<file path="src/rtl/itc_cell_pkg.sv">
package itc_cell_pkg;
  typedef struct packed {
    logic push;
    logic pop;
    logic semInc;
    logic semDec;
    logic clear;
  } itcStrobes_t;
endpackage

</file>
<file path="src/rtl/itc_cell_ctrl.sv">
module itc_cell_ctrl
  import itc_cell_pkg::*;
#(
  parameter int DEPTH_LOG2 = 2,
  parameter int THREADS    = 64,
  localparam int DEPTH     = 1 << DEPTH_LOG2,
  localparam int CNT_W     = DEPTH_LOG2 + 1,
  localparam int TID_W     = $clog2(THREADS)
) (
  input  logic               clk,
  input  logic               rstN,
  input  logic               cfgWrEn,
  input  logic               cfgFifoMode,
  input  logic               cfgTrap,
  input  logic               accEn,
  input  logic               accWrite,
  input  logic [TID_W-1:0]   accTid,
  input  logic [CNT_W-1:0]   dpCount,
  input  logic               semIsZero,
  input  logic               semIsOne,
  input  logic               semIsMax,
  output itcStrobes_t        strb,
  output logic               fifoMode,
  output logic               trapEn,
  output logic               emptyQ,
  output logic               fullQ,
  output logic [THREADS-1:0] blockMap,
  output logic               rspValidQ,
  output logic               rspBlockedQ,
  output logic               rspTrapQ,
  output logic               wakeValidQ,
  output logic [THREADS-1:0] wakeMaskQ
);

  logic accLive;
  logic wouldBlock;
  logic go;
  logic emptyNext;
  logic fullNext;
  logic flagChange;
  logic doWake;
  logic doBlock;
  logic doTrap;

  assign accLive = accEn && !cfgWrEn;

  always_comb begin
    if (fifoMode) wouldBlock = accWrite ? fullQ : emptyQ;
    else          wouldBlock = !accWrite && emptyQ;
  end

  assign go      = accLive && !wouldBlock;
  assign doBlock = accLive && wouldBlock && !trapEn;
  assign doTrap  = accLive && wouldBlock && trapEn;

  always_comb begin
    strb        = '0;
    strb.clear  = cfgWrEn;
    strb.push   = go && fifoMode && accWrite;
    strb.pop    = go && fifoMode && !accWrite;
    strb.semInc = go && !fifoMode && accWrite && !semIsMax;
    strb.semDec = go && !fifoMode && !accWrite;
  end

  always_comb begin
    emptyNext = emptyQ;
    fullNext  = fullQ;
    if (fifoMode) begin
      if (accWrite) begin
        emptyNext = 1'b0;
        fullNext  = (dpCount == CNT_W'(DEPTH - 1));
      end else begin
        emptyNext = (dpCount == CNT_W'(1));
        fullNext  = 1'b0;
      end
    end else begin
      fullNext  = 1'b0;
      emptyNext = accWrite ? 1'b0 : semIsOne;
    end
  end

  assign flagChange = go && ((emptyNext != emptyQ) || (fullNext != fullQ));
  assign doWake     = flagChange && (|blockMap);

  always_ff @(posedge clk or negedge rstN) begin
    if (!rstN) begin
      fifoMode <= 1'b1;
      trapEn   <= 1'b0;
      emptyQ   <= 1'b1;
      fullQ    <= 1'b0;
    end else if (cfgWrEn) begin
      fifoMode <= cfgFifoMode;
      trapEn   <= cfgTrap;
      emptyQ   <= 1'b1;
      fullQ    <= 1'b0;
    end else if (go) begin
      emptyQ   <= emptyNext;
      fullQ    <= fullNext;
    end
  end

  always_ff @(posedge clk or negedge rstN) begin
    if (!rstN) begin
      blockMap <= '0;
    end else if (doWake) begin
      blockMap <= '0;
    end else if (doBlock) begin
      blockMap <= blockMap | (THREADS'(1) << accTid);
    end
  end

  always_ff @(posedge clk or negedge rstN) begin
    if (!rstN) begin
      rspValidQ   <= 1'b0;
      rspBlockedQ <= 1'b0;
      rspTrapQ    <= 1'b0;
      wakeValidQ  <= 1'b0;
      wakeMaskQ   <= '0;
    end else begin
      rspValidQ   <= accLive;
      rspBlockedQ <= doBlock;
      rspTrapQ    <= doTrap;
      wakeValidQ  <= doWake;
      wakeMaskQ   <= doWake ? blockMap : '0;
    end
  end


  full_count_chk: assert property (@(posedge clk) disable iff (!rstN)
    fullQ |-> (dpCount == CNT_W'(DEPTH)));


  empty_track_chk: assert property (@(posedge clk) disable iff (!rstN)
    emptyQ == (fifoMode ? (dpCount == '0) : semIsZero));


  blocked_hold_chk: assert property (@(posedge clk) disable iff (!rstN)
    rspBlockedQ |-> (dpCount == $past(dpCount)));


  wake_flag_chk: assert property (@(posedge clk) disable iff (!rstN)
    wakeValidQ |-> ((emptyQ != $past(emptyQ)) || (fullQ != $past(fullQ))));


  trap_map_chk: assert property (@(posedge clk) disable iff (!rstN)
    rspTrapQ |-> (blockMap == $past(blockMap)));

endmodule

</file>
<file path="src/rtl/itc_cell_dp.sv">
module itc_cell_dp
  import itc_cell_pkg::*;
#(
  parameter int DATA_W     = 64,
  parameter int DEPTH_LOG2 = 2,
  localparam int DEPTH     = 1 << DEPTH_LOG2,
  localparam int PTR_W     = DEPTH_LOG2,
  localparam int CNT_W     = DEPTH_LOG2 + 1
) (
  input  logic              clk,
  input  logic              rstN,
  input  itcStrobes_t       strb,
  input  logic [DATA_W-1:0] wrData,
  output logic [CNT_W-1:0]  count,
  output logic              semIsZero,
  output logic              semIsOne,
  output logic              semIsMax,
  output logic [DATA_W-1:0] rdData
);

  logic [DATA_W-1:0] slots [DEPTH];
  logic [PTR_W-1:0]  oldest;
  logic [PTR_W-1:0]  wrIdx;

  assign wrIdx     = oldest + count[PTR_W-1:0];
  assign semIsZero = (slots[0] == '0);
  assign semIsOne  = (slots[0] == DATA_W'(1));
  assign semIsMax  = &slots[0];

  for (genvar i = 0; i < DEPTH; i++) begin : g_slot
    if (i == 0) begin : g_sem
      always_ff @(posedge clk or negedge rstN) begin
        if (!rstN)                               slots[i] <= '0;
        else if (strb.clear)                     slots[i] <= '0;
        else if (strb.semInc)                    slots[i] <= slots[i] + DATA_W'(1);
        else if (strb.semDec)                    slots[i] <= slots[i] - DATA_W'(1);
        else if (strb.push && wrIdx == PTR_W'(i)) slots[i] <= wrData;
      end
    end else begin : g_plain
      always_ff @(posedge clk or negedge rstN) begin
        if (!rstN)                               slots[i] <= '0;
        else if (strb.push && wrIdx == PTR_W'(i)) slots[i] <= wrData;
      end
    end
  end

  always_ff @(posedge clk or negedge rstN) begin
    if (!rstN) begin
      oldest <= '0;
      count  <= '0;
    end else if (strb.clear) begin
      oldest <= '0;
      count  <= '0;
    end else if (strb.push) begin
      count  <= count + CNT_W'(1);
    end else if (strb.pop) begin
      oldest <= oldest + PTR_W'(1);
      count  <= count - CNT_W'(1);
    end
  end

  always_ff @(posedge clk or negedge rstN) begin
    if (!rstN)            rdData <= '0;
    else if (strb.pop)    rdData <= slots[oldest];
    else if (strb.semDec) rdData <= slots[0];
    else                  rdData <= '0;
  end


  clear_state_chk: assert property (@(posedge clk) disable iff (!rstN)
    strb.clear |=> (count == '0 && oldest == '0 && slots[0] == '0));


  pop_advance_chk: assert property (@(posedge clk) disable iff (!rstN)
    strb.pop |=> (oldest == PTR_W'($past(oldest) + PTR_W'(1))));

endmodule

</file>
<file path="src/rtl/itc_cell.sv">
module itc_cell
  import itc_cell_pkg::*;
#(
  parameter int DATA_W     = 64,
  parameter int DEPTH_LOG2 = 2,
  parameter int THREADS    = 64,
  localparam int CNT_W     = DEPTH_LOG2 + 1,
  localparam int TID_W     = $clog2(THREADS),
  localparam int TAG_W     = 16,
  localparam int PAD_W     = TAG_W - 3 - CNT_W - 4
) (
  input  logic               clk,
  input  logic               rstN,
  input  logic               cfgWrEn,
  input  logic               cfgFifoMode,
  input  logic               cfgTrap,
  input  logic               accEn,
  input  logic               accWrite,
  input  logic [TID_W-1:0]   accTid,
  input  logic [DATA_W-1:0]  accData,
  output logic               rspValid,
  output logic               rspBlocked,
  output logic               rspTrap,
  output logic [DATA_W-1:0]  rspData,
  output logic               wakeValid,
  output logic [THREADS-1:0] wakeMask,
  output logic [THREADS-1:0] blockedMap,
  output logic [TAG_W-1:0]   tagWord
);

  itcStrobes_t      strb;
  logic [CNT_W-1:0] dpCount;
  logic             semIsZero;
  logic             semIsOne;
  logic             semIsMax;
  logic             fifoMode;
  logic             trapEn;
  logic             emptyQ;
  logic             fullQ;

  itc_cell_ctrl #(.DEPTH_LOG2(DEPTH_LOG2), .THREADS(THREADS)) u_ctrl (
    .clk(clk), .rstN(rstN),
    .cfgWrEn(cfgWrEn), .cfgFifoMode(cfgFifoMode), .cfgTrap(cfgTrap),
    .accEn(accEn), .accWrite(accWrite), .accTid(accTid),
    .dpCount(dpCount), .semIsZero(semIsZero), .semIsOne(semIsOne), .semIsMax(semIsMax),
    .strb(strb), .fifoMode(fifoMode), .trapEn(trapEn), .emptyQ(emptyQ), .fullQ(fullQ),
    .blockMap(blockedMap), .rspValidQ(rspValid), .rspBlockedQ(rspBlocked),
    .rspTrapQ(rspTrap), .wakeValidQ(wakeValid), .wakeMaskQ(wakeMask)
  );

  itc_cell_dp #(.DATA_W(DATA_W), .DEPTH_LOG2(DEPTH_LOG2)) u_dp (
    .clk(clk), .rstN(rstN), .strb(strb), .wrData(accData),
    .count(dpCount), .semIsZero(semIsZero), .semIsOne(semIsOne),
    .semIsMax(semIsMax), .rdData(rspData)
  );

  assign tagWord = {{PAD_W{1'b0}}, 3'(DEPTH_LOG2),
                    (fifoMode ? dpCount : CNT_W'(0)),
                    fifoMode, trapEn, fullQ, emptyQ};

endmodule

</file>
<file path="config.mk">
export PLATFORM = sky130hd
export DESIGN_NAME = itc_cell
export DESIGN_NICKNAME = d
export VERILOG_FILES = /design/src/rtl/itc_cell_pkg.sv /design/src/rtl/itc_cell_ctrl.sv /design/src/rtl/itc_cell_dp.sv /design/src/rtl/itc_cell.sv
export SDC_FILE = /design/constraint.sdc
export NUM_CORES = 1
export LEC_CHECK = 0
export BUFFER_PORTS_ARGS = -buffer_cell sky130_fd_sc_hd__clkbuf_2
export CAP_MARGIN = 20
export CORE_ASPECT_RATIO = 0.9
export CORE_MARGIN = 10
export CORE_UTILIZATION = 58
export CTS_CLUSTER_DIAMETER = 40
export DETAILED_ROUTE_END_ITERATION = 10
export GPL_TIMING_DRIVEN = 0
export PLACE_DENSITY = 0.8
export SLEW_MARGIN = 20
export SYNTH_ARGS = -nofsm -noshare
export SYNTH_HDL_FRONTEND = slang
export SYNTH_SLANG_ARGS = --single-unit
</file>
<file path="constraint.sdc">
create_clock -name clk -period 3 [get_ports clk]
set_input_delay 0.15 -clock clk [delete_from_list [all_inputs] [get_ports clk]]
set_output_delay 0.15 -clock clk [all_outputs]
set_load 0.02 [all_outputs]
</file>
==> qor.yml <==
hold_depth: 4
worst-path-max-fanout: 10
antenna_found_initial: 2
most-common-layout-cells: "451 x dfrtp_1, 302 x clkbuf_2, 195 x mux2_2"
final_util_pct: 73.5
synthFlopType: "dfrtp_1"
power_density_nw_per_um2: 577
drt_first_pass_iters: 9
hold_viol: 0
ctsHtreeMaxLevel: 2
die_w_um: 227
crit_type: "reg -> reg"
fin_crit_sh_pct: 102
rsz0062_at_grt: "yes"
end_kind: "flop"
cts_tree: "built"
multi_input_area_um2: 10400
portBuffers: 273
die_h_um: 207
insertion_delay_ns: 0.61
p_leak_nw: 13.6
ir_drop_uv: 503
grt_pass1_wl_um: 118000
worstMarginPinSlew_ns: 1.16
grt_overflow_total: 0
finClkSkew_ns: 0.0198
drv_slew: 0
final_common_cell: "dfrtp_1"
root_buffer: "clkbuf_16"
wl_um: 79300
r2r.worst_path.cells: 5
drt_iter0_drc: 2615
tns_ns: -0.122
track_usage_pct: 33.2
yosysSeqAreaShare_pct: 51.4
post_drt_wl_per_cell_um: 26.9
yosysWarnings: 0
area_growth_pct: 25.6
die_area_um2: 46900
synth_edf_count: 0
reg2reg_slack_ns: -0.06
violations: "negative setup slack"
ys_top_cells_by_area: "dfrtp_1 51%, mux2_2 9.8%, mux4_2 6.4%"
drive_above_1_share_pct: 35.7
finalSetupViolCount: 5
cts_num_sinks: 461
worstPathRequired_ns: 3.42
cap_viol_max_count: 0
start_kind: "flop"
cts_buffer_depth: 3
yosysTopAreaCell: "dfrtp_1"
min_path_type: "in -> reg"
timing.rr.start: "u_dp.oldest[1]"
hold_start: "cfgWrEn"
numCtsBuffers: 55
max_freq_ghz: 0.327
num_io_pins: 289
num_rows: 68
yosysTopAreaCellShare_pct: 51.2
synth.avg_cell_area_um2: 11.4
finalWeightedCongestion: 0.995
place_ws_ns: -1.03
ys_ff_latch: 461
grt_max_degree: 97
r2r_end: "u_dp.rdData[12]"
via_count: 19642
ys_async_sr_fraction_pct: 100
status: "finished, violations left"
grt_pass1_vias: 19266
crit_arrival_ns: 3.48
fillers: 2548
setup_ws_ns: -0.0617
netlist_area_um2: 22400
detail-route-antenna-nets: 0
yosysUniqueCellTypes: 76
clk_pin_slew_ns: 0.07
viasPerCell: 6.65
slew_headroom_pct: 22.8
dp_hpwl_um: 53700
nNetsFinal: 2507
core_area_um2: 38300
route.detailed.drc: 0
start_util_pct: 58.6
post-route-min-period_ns: 3.06
holdPathEnd: "u_dp.slots[242]"
area.sequential_um2: 11500
syn_inst: 1970
-- per-layer routing --
metal / up-vias / wire, um / global-route usage, %
met5: - / 0 / 0
met4: 0 / 3900 / 15.7
met3: 298 / 8500 / 7.30
met2: 1330 / 36400 / 51.0
met1: 9909 / 30600 / 44.6
li1: 8105 / - / -
-- cell families after synthesis --
group                    synth area share [%]
AND/OR/NAND/NOR                          14.6
flip-flops                               51.4
AO/OA/AOI/OAI                            11.0
multiplexers                             16.5
buffers and inverters                    4.11
XOR/XNOR                                 1.82
adder cells (fa/ha/maj)                 0.446
other                                  0.0335
-- state kept, by name, summed over array words and instances (netlist names), 2 cells and up --
signal and flops:
u_dp.slots 256, u_ctrl.blockMap 64, u_ctrl.wakeMaskQ 64, u_dp.rdData 64, u_dp.count 3, u_dp.oldest 2
-- stage by stage --
stage               hold WS (ns)  instance area, um2  power, mW  std cells
floorplan                 -0.146               22500       8.32       1977
global placement           0.387               24400       9.10       2740
detailed placement        0.0206               24600       9.20       2748
CTS                      0.00893               27600       15.9       2931
global route              0.0338               28200       16.7       2954
finish                    0.0375               28200       16.2       2954
-- worst max-delay path by stage --
| stage | startpoint | to | slack, ns | cells after the start |
|---|---|---|---|---|
| 5_1_grt | u_dp.slots[248] | u_ctrl.wakeMaskQ[47] | -0.11 | 12 |
| 6_report | u_dp.oldest[1] | u_dp.rdData[12] | -0.06 | 5 |
| 3_3_place_gp | rstN | u_dp.rdData[54] | -8.26 | 1 |
| 4_1_cts | u_dp.slots[250] | u_ctrl.wakeMaskQ[50] | -0.02 | 12 |
| 2_1_floorplan | u_dp.slots[214] | u_dp.slots[251] | 0.27 | 8 |
| 3_5_place_dp | u_dp.slots[224] | u_dp.slots[208] | -1.03 | 8 |
-- critical path, stage by stage (launching register included) --
cell and delay, ns:
dfrtp_1 0.37, clkbuf_1 0.87, buf_1 0.88, mux4_2 0.42, nand2_1 0.11, o21ai_0 0.21
-- layout make-up --
cell class	instances	area share [%]
clock inverters	27	0.875
inverters	19	0.253
flip-flops and latches	461	41.0
multi-input cells	1313	36.9
well taps	490	2.18
plain buffers	175	3.78
clock buffers	70	5.45
repair buffers	397	9.49
diodes	2	0.0178
-- synth_stat cells (all sizes together), types with 11 or more instances --
master and instances:
mux4 64, nand2 133, a22oi 23, o21ai 65, o311ai 13, a22o 52
nor3 31, nand4 38, clkbuf 109, and2 81, nor4 58, or3 14
and3 14, xor2 18, a31oi 11, xnor2 26, nor2 135, nand3 48
or4 21, dfrtp 459, a21o 18, mux2 196, buf 75, a21oi 107
inv 19, o211ai 13
-- timing repair --
item,4_1_cts,5_1_grt
gates cloned,0,6
buffers inserted,26,16
pin swaps,15,15
hold endpoints to repair,445,0
setup endpoints to repair,334,272
hold buffers,68,0
resized for setup,114,105
-- report_power, final --
part	internal (mW)	leakage [nW]	total [mW]	switching [mW]
combinational	1.15	6.37	2.80	1.65
sequential	6.56	6.35	6.84	0.279
clock	3.82	0.878	6.59	2.77
total	11.5	13.6	16.2	4.70
No activity file was read; power rests on OpenSTA's default activity.
